<file path="src/rtl/csr_pkg.sv">
package csr_pkg;
  // pair indices inside the set/clear vectors
  localparam int PI_HALT  = 0;
  localparam int PI_IRQ   = 1;
  localparam int PI_SSTEP = 2;
  localparam int PI_IBRK  = 3;
  localparam int PI_SIG0  = 4;

  // break has only a clear request
  localparam int CMD_BRK_CLR = 2;

  // status word bit positions
  localparam int ST_HALT  = 0;
  localparam int ST_BRK   = 1;
  localparam int ST_BUSY  = 2;
  localparam int ST_FULL  = 3;
  localparam int ST_SSTEP = 5;
  localparam int ST_IBRK  = 6;
  localparam int ST_SIG0  = 7;

  // register slots
  localparam int SLOT_STAT = 4;

  function automatic int clr_pos(input int idx);
    case (idx)
      PI_HALT:  clr_pos = 0;
      PI_IRQ:   clr_pos = 3;
      PI_SSTEP: clr_pos = 5;
      PI_IBRK:  clr_pos = 7;
      default:  clr_pos = 9 + 2 * (idx - PI_SIG0);
    endcase
  endfunction

  function automatic int set_pos(input int idx);
    set_pos = clr_pos(idx) + 1;
  endfunction
endpackage

</file>
<file path="src/rtl/csr_cmd_decode.sv">
module csr_cmd_decode
  import csr_pkg::*;
#(
  parameter int DATA_W = 32,
  parameter int NPAIR  = 12
) (
  input  logic              stat_wr,
  input  logic [DATA_W-1:0] cmd,
  output logic [NPAIR-1:0]  set_o,
  output logic [NPAIR-1:0]  clr_o,
  output logic              brk_clr_o
);
  for (genvar g = 0; g < NPAIR; g++) begin : g_pair
    localparam int SP = set_pos(g);
    localparam int CP = clr_pos(g);
    logic want_set, want_clr;
    assign want_set = stat_wr & cmd[SP];
    assign want_clr = stat_wr & cmd[CP];
    // a request that names both directions cancels out
    assign set_o[g] = want_set & ~want_clr;
    assign clr_o[g] = want_clr & ~want_set;
  end

  assign brk_clr_o = stat_wr & cmd[CMD_BRK_CLR];
endmodule

</file>
<file path="src/rtl/csr_flag_bank.sv">
module csr_flag_bank
  import csr_pkg::*;
#(
  parameter int DATA_W = 32,
  parameter int NSIG   = 8,
  localparam int NPAIR = PI_SIG0 + NSIG
) (
  input  logic              clk,
  input  logic              rst,
  input  logic [NPAIR-1:0]  set_v,
  input  logic [NPAIR-1:0]  clr_v,
  input  logic              brk_clr,
  input  logic              brk_pulse,
  input  logic              dma_busy,
  input  logic              dma_full,
  output logic              irq_o,
  output logic              halt_req_o,
  output logic              halted_o,
  output logic [DATA_W-1:0] stat_o
);
  logic            halt_q, brk_q, sstep_q, ibrk_q, irq_q, hreq_q;
  logic [NSIG-1:0] sig_q;

  function automatic logic pair_next(input logic cur, input logic s, input logic c);
    pair_next = s ? 1'b1 : (c ? 1'b0 : cur);
  endfunction

  always_ff @(posedge clk) begin
    if (rst) begin
      halt_q  <= 1'b1;
      brk_q   <= 1'b0;
      sstep_q <= 1'b0;
      ibrk_q  <= 1'b0;
      irq_q   <= 1'b0;
      hreq_q  <= 1'b0;
    end else begin
      halt_q  <= pair_next(halt_q,  set_v[PI_HALT],  clr_v[PI_HALT]);
      sstep_q <= pair_next(sstep_q, set_v[PI_SSTEP], clr_v[PI_SSTEP]);
      ibrk_q  <= pair_next(ibrk_q,  set_v[PI_IBRK],  clr_v[PI_IBRK]);
      irq_q   <= pair_next(irq_q,   set_v[PI_IRQ],   clr_v[PI_IRQ]);
      // the core event outranks a host clear
      brk_q   <= brk_pulse ? 1'b1 : (brk_clr ? 1'b0 : brk_q);
      // only a running-to-halted transition pulses the core
      hreq_q  <= set_v[PI_HALT] & ~halt_q;
    end
  end

  for (genvar k = 0; k < NSIG; k++) begin : g_sig
    always_ff @(posedge clk) begin
      if (rst) sig_q[k] <= 1'b0;
      else     sig_q[k] <= pair_next(sig_q[k], set_v[PI_SIG0+k], clr_v[PI_SIG0+k]);
    end
  end

  always_comb begin
    stat_o                     = '0;
    stat_o[ST_HALT]            = halt_q;
    stat_o[ST_BRK]             = brk_q;
    stat_o[ST_BUSY]            = dma_busy;
    stat_o[ST_FULL]            = dma_full;
    stat_o[ST_SSTEP]           = sstep_q;
    stat_o[ST_IBRK]            = ibrk_q;
    stat_o[ST_SIG0 +: NSIG]    = sig_q;
  end

  assign irq_o      = irq_q;
  assign halt_req_o = hreq_q;
  assign halted_o   = halt_q;


  reset_state_chk: assert property (@(posedge clk) rst |=> (halt_q && !irq_q && !brk_q && !hreq_q));

  halt_pulse_edge_chk: assert property (@(posedge clk) disable iff (rst)
    halt_req_o |-> ($past(!halt_q) && halt_q));

  halt_pulse_short_chk: assert property (@(posedge clk) disable iff (rst)
    halt_req_o |=> !halt_req_o);

  brk_set_wins_chk: assert property (@(posedge clk) disable iff (rst)
    brk_pulse |=> brk_q);

  brk_host_never_sets_chk: assert property (@(posedge clk) disable iff (rst)
    $rose(brk_q) |-> $past(brk_pulse));

  irq_hold_chk: assert property (@(posedge clk) disable iff (rst)
    (!set_v[PI_IRQ] && !clr_v[PI_IRQ]) |=> $stable(irq_o));
endmodule

</file>
<file path="src/rtl/csr_read_port.sv">
module csr_read_port #(
  parameter int DATA_W = 32,
  parameter int SEL_W  = 3,
  parameter int NWORD  = 4,
  parameter int STAT_SLOT = 4
) (
  input  logic              clk,
  input  logic              rst,
  input  logic              wr_en,
  input  logic              rd_en,
  input  logic [SEL_W-1:0]  sel,
  input  logic [DATA_W-1:0] wdata,
  input  logic [DATA_W-1:0] stat_i,
  output logic [DATA_W-1:0] rdata_o
);
  logic [DATA_W-1:0] word_q [NWORD];
  logic [DATA_W-1:0] rd_mux;

  for (genvar i = 0; i < NWORD; i++) begin : g_word
    always_ff @(posedge clk) begin
      if (rst) word_q[i] <= '0;
      else if (wr_en && (int'(sel) == i)) word_q[i] <= wdata;
    end
  end

  always_comb begin
    rd_mux = '0;
    for (int i = 0; i < NWORD; i++)
      if (int'(sel) == i) rd_mux = word_q[i];
    if (int'(sel) == STAT_SLOT) rd_mux = stat_i;
  end

  always_ff @(posedge clk) begin
    if (rst)        rdata_o <= '0;
    else if (rd_en) rdata_o <= rd_mux;
  end


  unmapped_zero_chk: assert property (@(posedge clk) disable iff (rst)
    (rd_en && int'(sel) > STAT_SLOT) |=> (rdata_o == '0));

  rdata_hold_chk: assert property (@(posedge clk) disable iff (rst)
    !rd_en |=> $stable(rdata_o));
endmodule

</file>
<file path="src/rtl/csr_setclr_ctrl.sv">
module csr_setclr_ctrl
  import csr_pkg::*;
#(
  parameter int DATA_W = 32,
  parameter int SEL_W  = 3,
  parameter int NSIG   = 8,
  localparam int NPAIR = PI_SIG0 + NSIG
) (
  input  logic              clk,
  input  logic              rst,
  input  logic              wr_en,
  input  logic              rd_en,
  input  logic [SEL_W-1:0]  sel,
  input  logic [DATA_W-1:0] wdata,
  output logic [DATA_W-1:0] rdata_o,
  input  logic              dma_busy_i,
  input  logic              dma_full_i,
  input  logic              brk_pulse_i,
  output logic              irq_o,
  output logic              halt_req_o,
  output logic              halted_o
);
  logic              stat_wr;
  logic [NPAIR-1:0]  set_v, clr_v;
  logic              brk_clr;
  logic [DATA_W-1:0] stat_w;

  assign stat_wr = wr_en && (int'(sel) == SLOT_STAT);

  csr_cmd_decode #(.DATA_W(DATA_W), .NPAIR(NPAIR)) u_dec (
    .stat_wr   (stat_wr),
    .cmd       (wdata),
    .set_o     (set_v),
    .clr_o     (clr_v),
    .brk_clr_o (brk_clr)
  );

  csr_flag_bank #(.DATA_W(DATA_W), .NSIG(NSIG)) u_flags (
    .clk        (clk),
    .rst        (rst),
    .set_v      (set_v),
    .clr_v      (clr_v),
    .brk_clr    (brk_clr),
    .brk_pulse  (brk_pulse_i),
    .dma_busy   (dma_busy_i),
    .dma_full   (dma_full_i),
    .irq_o      (irq_o),
    .halt_req_o (halt_req_o),
    .halted_o   (halted_o),
    .stat_o     (stat_w)
  );

  csr_read_port #(.DATA_W(DATA_W), .SEL_W(SEL_W), .NWORD(SLOT_STAT), .STAT_SLOT(SLOT_STAT)) u_rd (
    .clk     (clk),
    .rst     (rst),
    .wr_en   (wr_en),
    .rd_en   (rd_en),
    .sel     (sel),
    .wdata   (wdata),
    .stat_i  (stat_w),
    .rdata_o (rdata_o)
  );
endmodule

</file>
<file path="config.mk">
export PLATFORM = sky130hd
export DESIGN_NAME = csr_setclr_ctrl
export DESIGN_NICKNAME = d
export VERILOG_FILES = /design/src/rtl/csr_pkg.sv /design/src/rtl/csr_cmd_decode.sv /design/src/rtl/csr_flag_bank.sv /design/src/rtl/csr_read_port.sv /design/src/rtl/csr_setclr_ctrl.sv
export SDC_FILE = /design/constraint.sdc
export NUM_CORES = 1
export LEC_CHECK = 0
export BUFFER_PORTS_ARGS = -buffer_cell sky130_fd_sc_hd__buf_2
export CAP_MARGIN = 20
export CORE_AREA = 2 2 166 168
export DETAILED_ROUTE_END_ITERATION = 10
export DIE_AREA = 0 0 168 170
export PLACE_DENSITY_LB_ADDON = 0.1
export SYNTH_ARGS = -nofsm -noshare
export SYNTH_HDL_FRONTEND = slang
export SYNTH_SLANG_ARGS = --single-unit
</file>
<file path="constraint.sdc">
create_clock -name clk -period 3 [get_ports clk]
set_input_delay 0.3 -clock clk [delete_from_list [all_inputs] [get_ports clk]]
set_output_delay 0.3 -clock clk [all_outputs]
set_load 0.05 [all_outputs]
</file>
After elaboration in Yosys (flattened, before gate mapping) --
Memories as Yosys holds them, arrays and structs flattened. Cells that the tools add are included.
Storage, ports and cells: memories 1, logic and storage cells 165, bits in writable memories 128, output and inout bits 35, register bits after elaboration 46
Memory list:
- u_rd.word_q | depth 4, width 32, read ports 4, clocked after memory_dff 0, write ports 4, RTL line csr_read_port.sv:16 | logic [DATA_W-1:0] word_q [NWORD];
Cells by class: equality and inequality tests 4, reduce and logical (&&, ||, !) cells 19, bitwise gates (word level) 79, muxes and demuxes 47
Operators by type and width (number):
- 2-to-1 mux 32 bit | 9
- AND 1 bit | 50
- 2-to-1 mux 1 bit | 38
- NOT 1 bit | 25
- nonzero test 2 bit | 12
- equality test 3 bit, second input constant | 3
- logical AND 1 bit | 5
- OR 1 bit | 4
- equality test 3 x 2 -> 1 bit, second input constant | 1
- zero test 3 bit | 1
- OR reduction 2 bit | 1

Longest topological paths before layout --
depth after elaboration 7, gate-level depth with buffers 8, depth with buffers taken out 5

Hierarchy --
Synthesis repeated with hierarchy kept, for this count alone.
Second synthesis, totals: cells, all modules 689, area total of the unflattened synthesis 8311.7 um^2
By module, submodules not included:
- csr_read_port | cells an instance 581, times used 1, area an instance 7378.3 um^2
- csr_flag_bank | cells an instance 80, times used 1, area an instance 675.6 um^2
- csr_cmd_decode | cells an instance 27, times used 1, area an instance 245.2 um^2
- csr_setclr_ctrl | cells an instance 1, times used 1, area an instance 12.5 um^2

Worst setup path before layout --
Ideal clock, no wire load.
kind input port to flip-flop, start input port sel[0], end memory u_rd.word_q[3][0], enable pin, cell stages on the path 5, path slack 1.144 ns, data arrival time 1.479 ns, path through buf_4 -> buf_6 -> buf_6 -> buf_4 -> a31o_2
RTL lines:
- from (decl) | RTL line csr_setclr_ctrl.sv:13 | input logic [SEL_W-1:0] sel,
- to (decl) | RTL line csr_read_port.sv:16

==> flow_metrics.env <==
export IMPL_place_gp_congestion=0.7206
export IMPL_hold_buffers=0
export IMPL_area_growth_pct=17.13
export IMPL_max_freq_mhz=574.1
export IMPL_grt_pass1_wl_mm=31.40
export IMPL_yosysWarningCount=0
export IMPL_core_area_um2=26650
export IMPL_drive_gt1_frac=0.2378
export IMPL_dieArea_um2=28560
export IMPL_worstSkewPairLatency_ns=0.41
export IMPL_leakage_uw=0.003601
export IMPL_start_util=0.2962
export IMPL_wl_mm=20.49
export IMPL_cp_end_kind="flop"
export IMPL_finalPower_uw=5463
export IMPL_final_cell_mix="and2_1 (135), edfxtp_1 (128), buf_2 (75)"
export IMPL_worst_setup_path_type="input port to flop"
export IMPL_drv_slew=0
export IMPL_drt_initial_drc_count=239
export IMPL_viasPerCell=4.740
export IMPL_slew_headroom=0.5819
export IMPL_final_period_utilization=0.5806
export IMPL_drc=0
export IMPL_final_common_cell="and2_1"
export IMPL_period_needed_ns=1.742
export IMPL_cts_tree="done"
export IMPL_clock_skew_ns=0.008464
export IMPL_clockBufferDepth=2
export IMPL_cp_required_ns=3.28
export IMPL_portBuffers=76
export IMPL_synth_cell_type_count=36
export IMPL_cts_inserted_buffers=17
export IMPL_drt_first_pass_iters=5
export IMPL_synth_cells=604
export IMPL_cts_sinks=174
export IMPL_finalHoldViolCount=0
export IMPL_die_h_um=170
export IMPL_hpwl_mm=13.01
export IMPL_grt_overflow_total=0
export IMPL_worst_pin_slew_ns=0.6265
export IMPL_crit_path_max_incr_delay_ns=0.53
export IMPL_root_buffer="clkbuf_16"
export IMPL_final_setup_tns_ns=0
export IMPL_antenna_found_initial=1
export IMPL_syn_nets=657
export IMPL_fp_dieW_um=168
export IMPL_worstPathMaxFanout=14
export IMPL_rows=60
export IMPL_syn_cell_area_um2=7894
export IMPL_antenna_cells=0
export IMPL_worstPathArrival_ns=2.02
export IMPL_clkTransAtPathRegs_ns=0.07
export IMPL_setup_viol=0
export IMPL_rsz0062_at_grt="false"
export IMPL_ys_ff_latch=174
export IMPL_grt_use_total=0.1481
export IMPL_htreeDepth=4
export IMPL_start_kind="input port"
export IMPL_vdd_drop_max_v=0.0003625
export IMPL_postRouteAntennaNets=0
export IMPL_dr_total_vias=4906
export IMPL_grt_max_degree=35
export IMPL_post_cts_buffers=0
export IMPL_avgSynthCellArea_um2=13.07
export IMPL_drv_cap=0
export IMPL_slowest_stage="nor2_2"
export IMPL_first_global_vias=5224
export IMPL_wl_per_cell_um=19.80
export IMPL_crit_path_cell_trace="buf_2, nor2b_2, nand2b_1, nor2_2, buf_4, and2_1"
export IMPL_nets=734
export IMPL_io_pins=77
export IMPL_p_per_area_nw_per_um2=590.8
export IMPL_status="complete, no violations"
export IMPL_synth_yosys_seq_area_share=0.6036
export IMPL_postCtsResizedCells=0
export IMPL_hp_class="input port to flop"
cell type report:
type	count	area [µm²]
fill	2595	17400
sequential	174	4765
multi-input combinational	382	2841
timing repair buffer	101	620.6
clock buffer	19	442.9
tap	341	426.7
clock inverter	13	131.4
inverter	5	18.77
worst max-delay path, delay by kind of cell:
family	cells	cell delay (ns)
buf+inv	2	0.50
simple gates	4	1.22
synthesized netlist by cell type (all sizes together):
cell | number | area [µm²]
nor4 | 3 | 18.77
nand2b | 1 | 6.260
nor2b | 1 | 8.760
a22o | 18 | 157.7
a2111oi | 13 | 195.2
dlygate4sd1 | 1 | 8.760
dfxtp | 46 | 920.9
nor3 | 6 | 68.82
a221oi | 14 | 122.6
and4 | 1 | 8.760
mux2i | 52 | 520.5
nor3b | 1 | 18.77
clkbuf | 17 | 67.56
a22oi | 14 | 105.1
inv | 5 | 18.76
nand2 | 28 | 105.1
mux4 | 5 | 112.6
nand3b | 13 | 97.59
o21bai | 1 | 7.510
and4bb | 1 | 12.51
nor2 | 44 | 175.2
and2 | 135 | 844.6
buf | 25 | 195.2
a31o | 4 | 35.03
o21ai | 13 | 65.06
ha | 11 | 137.6
edfxtp | 128 | 3844
a21oi | 3 | 15.01
registers in the layout, summed over array words and instances (netlist names):
register and cells:
u_flags.halt_req_o 1, u_rd.rdata_o 32, u_flags.halted_o 1, u_flags.brk_q 1, u_flags.ibrk_q 1, u_flags.irq_o 1
u_flags.stat_o 8, u_flags.sstep_q 1, u_rd.word_q 128
report_power, final:
part	internal (µW)	switching (µW)	leakage (µW)
registers	2720	47.5	0.00161
logic	175	349	0.00172
clock network	1190	983	0.000270
total	4080	1380	0.00360
path summary, 6_finish.rpt:
check / from / to / slack, ns / cells past startpoint
setup / recovery: sel[2] / u_rd.word_q[3][25] / 1.26 / 6
hold / removal: brk_pulse_i / u_flags.brk_q / 0.10 / 3
setup reg to reg: u_rd.word_q[3][2] / u_rd.rdata_o[2] / 1.65 / 3
hold reg to reg: u_rd.rdata_o[23] / u_rd.rdata_o[23] / 0.47 / 1
routing by layer:
| layer | wire [µm] | up-vias | global-route usage |
|---|---|---|---|
| met1 | 9564 | 2427 | 0.1988 |
| met3 | 871 | 6 | 0.02977 |
| met4 | 78 | 2 | 0.04197 |
| li1 | - | 2360 | - |
| met5 | 13 | - | 0 |
| met2 | 9963 | 111 | 0.2436 |
cell families (layout without fill, tap and decap cells):
kind of cell               Yosys count  after routing  synth area share
AOI/OAI and AO/OA                   80             80           0.08908
adders and majority gates           11             11           0.01744
buffers and inverters               48            138           0.03677
DFF                                174            174            0.6036
muxes                               57             57           0.08020
and+or+nand+nor                    234            234            0.1729
metrics by stage:
step	hold WS [ns]	utilization	cells	worst slack, ns	cell area, µm²
5_1_grt	0.08037	0.3469	1035	1.137	9246
6_report	0.1026	0.3469	1035	1.258	9246
3_5_place_dp	0.4643	0.3254	1003	0.8152	8672
2_1_floorplan	0.4174	-	604	1.144	7894
4_1_cts	0.07846	0.3469	1035	1.260	9246
3_3_place_gp	0.4558	0.3254	1003	0.8342	8672
Power figures use the tool's default switching activity.
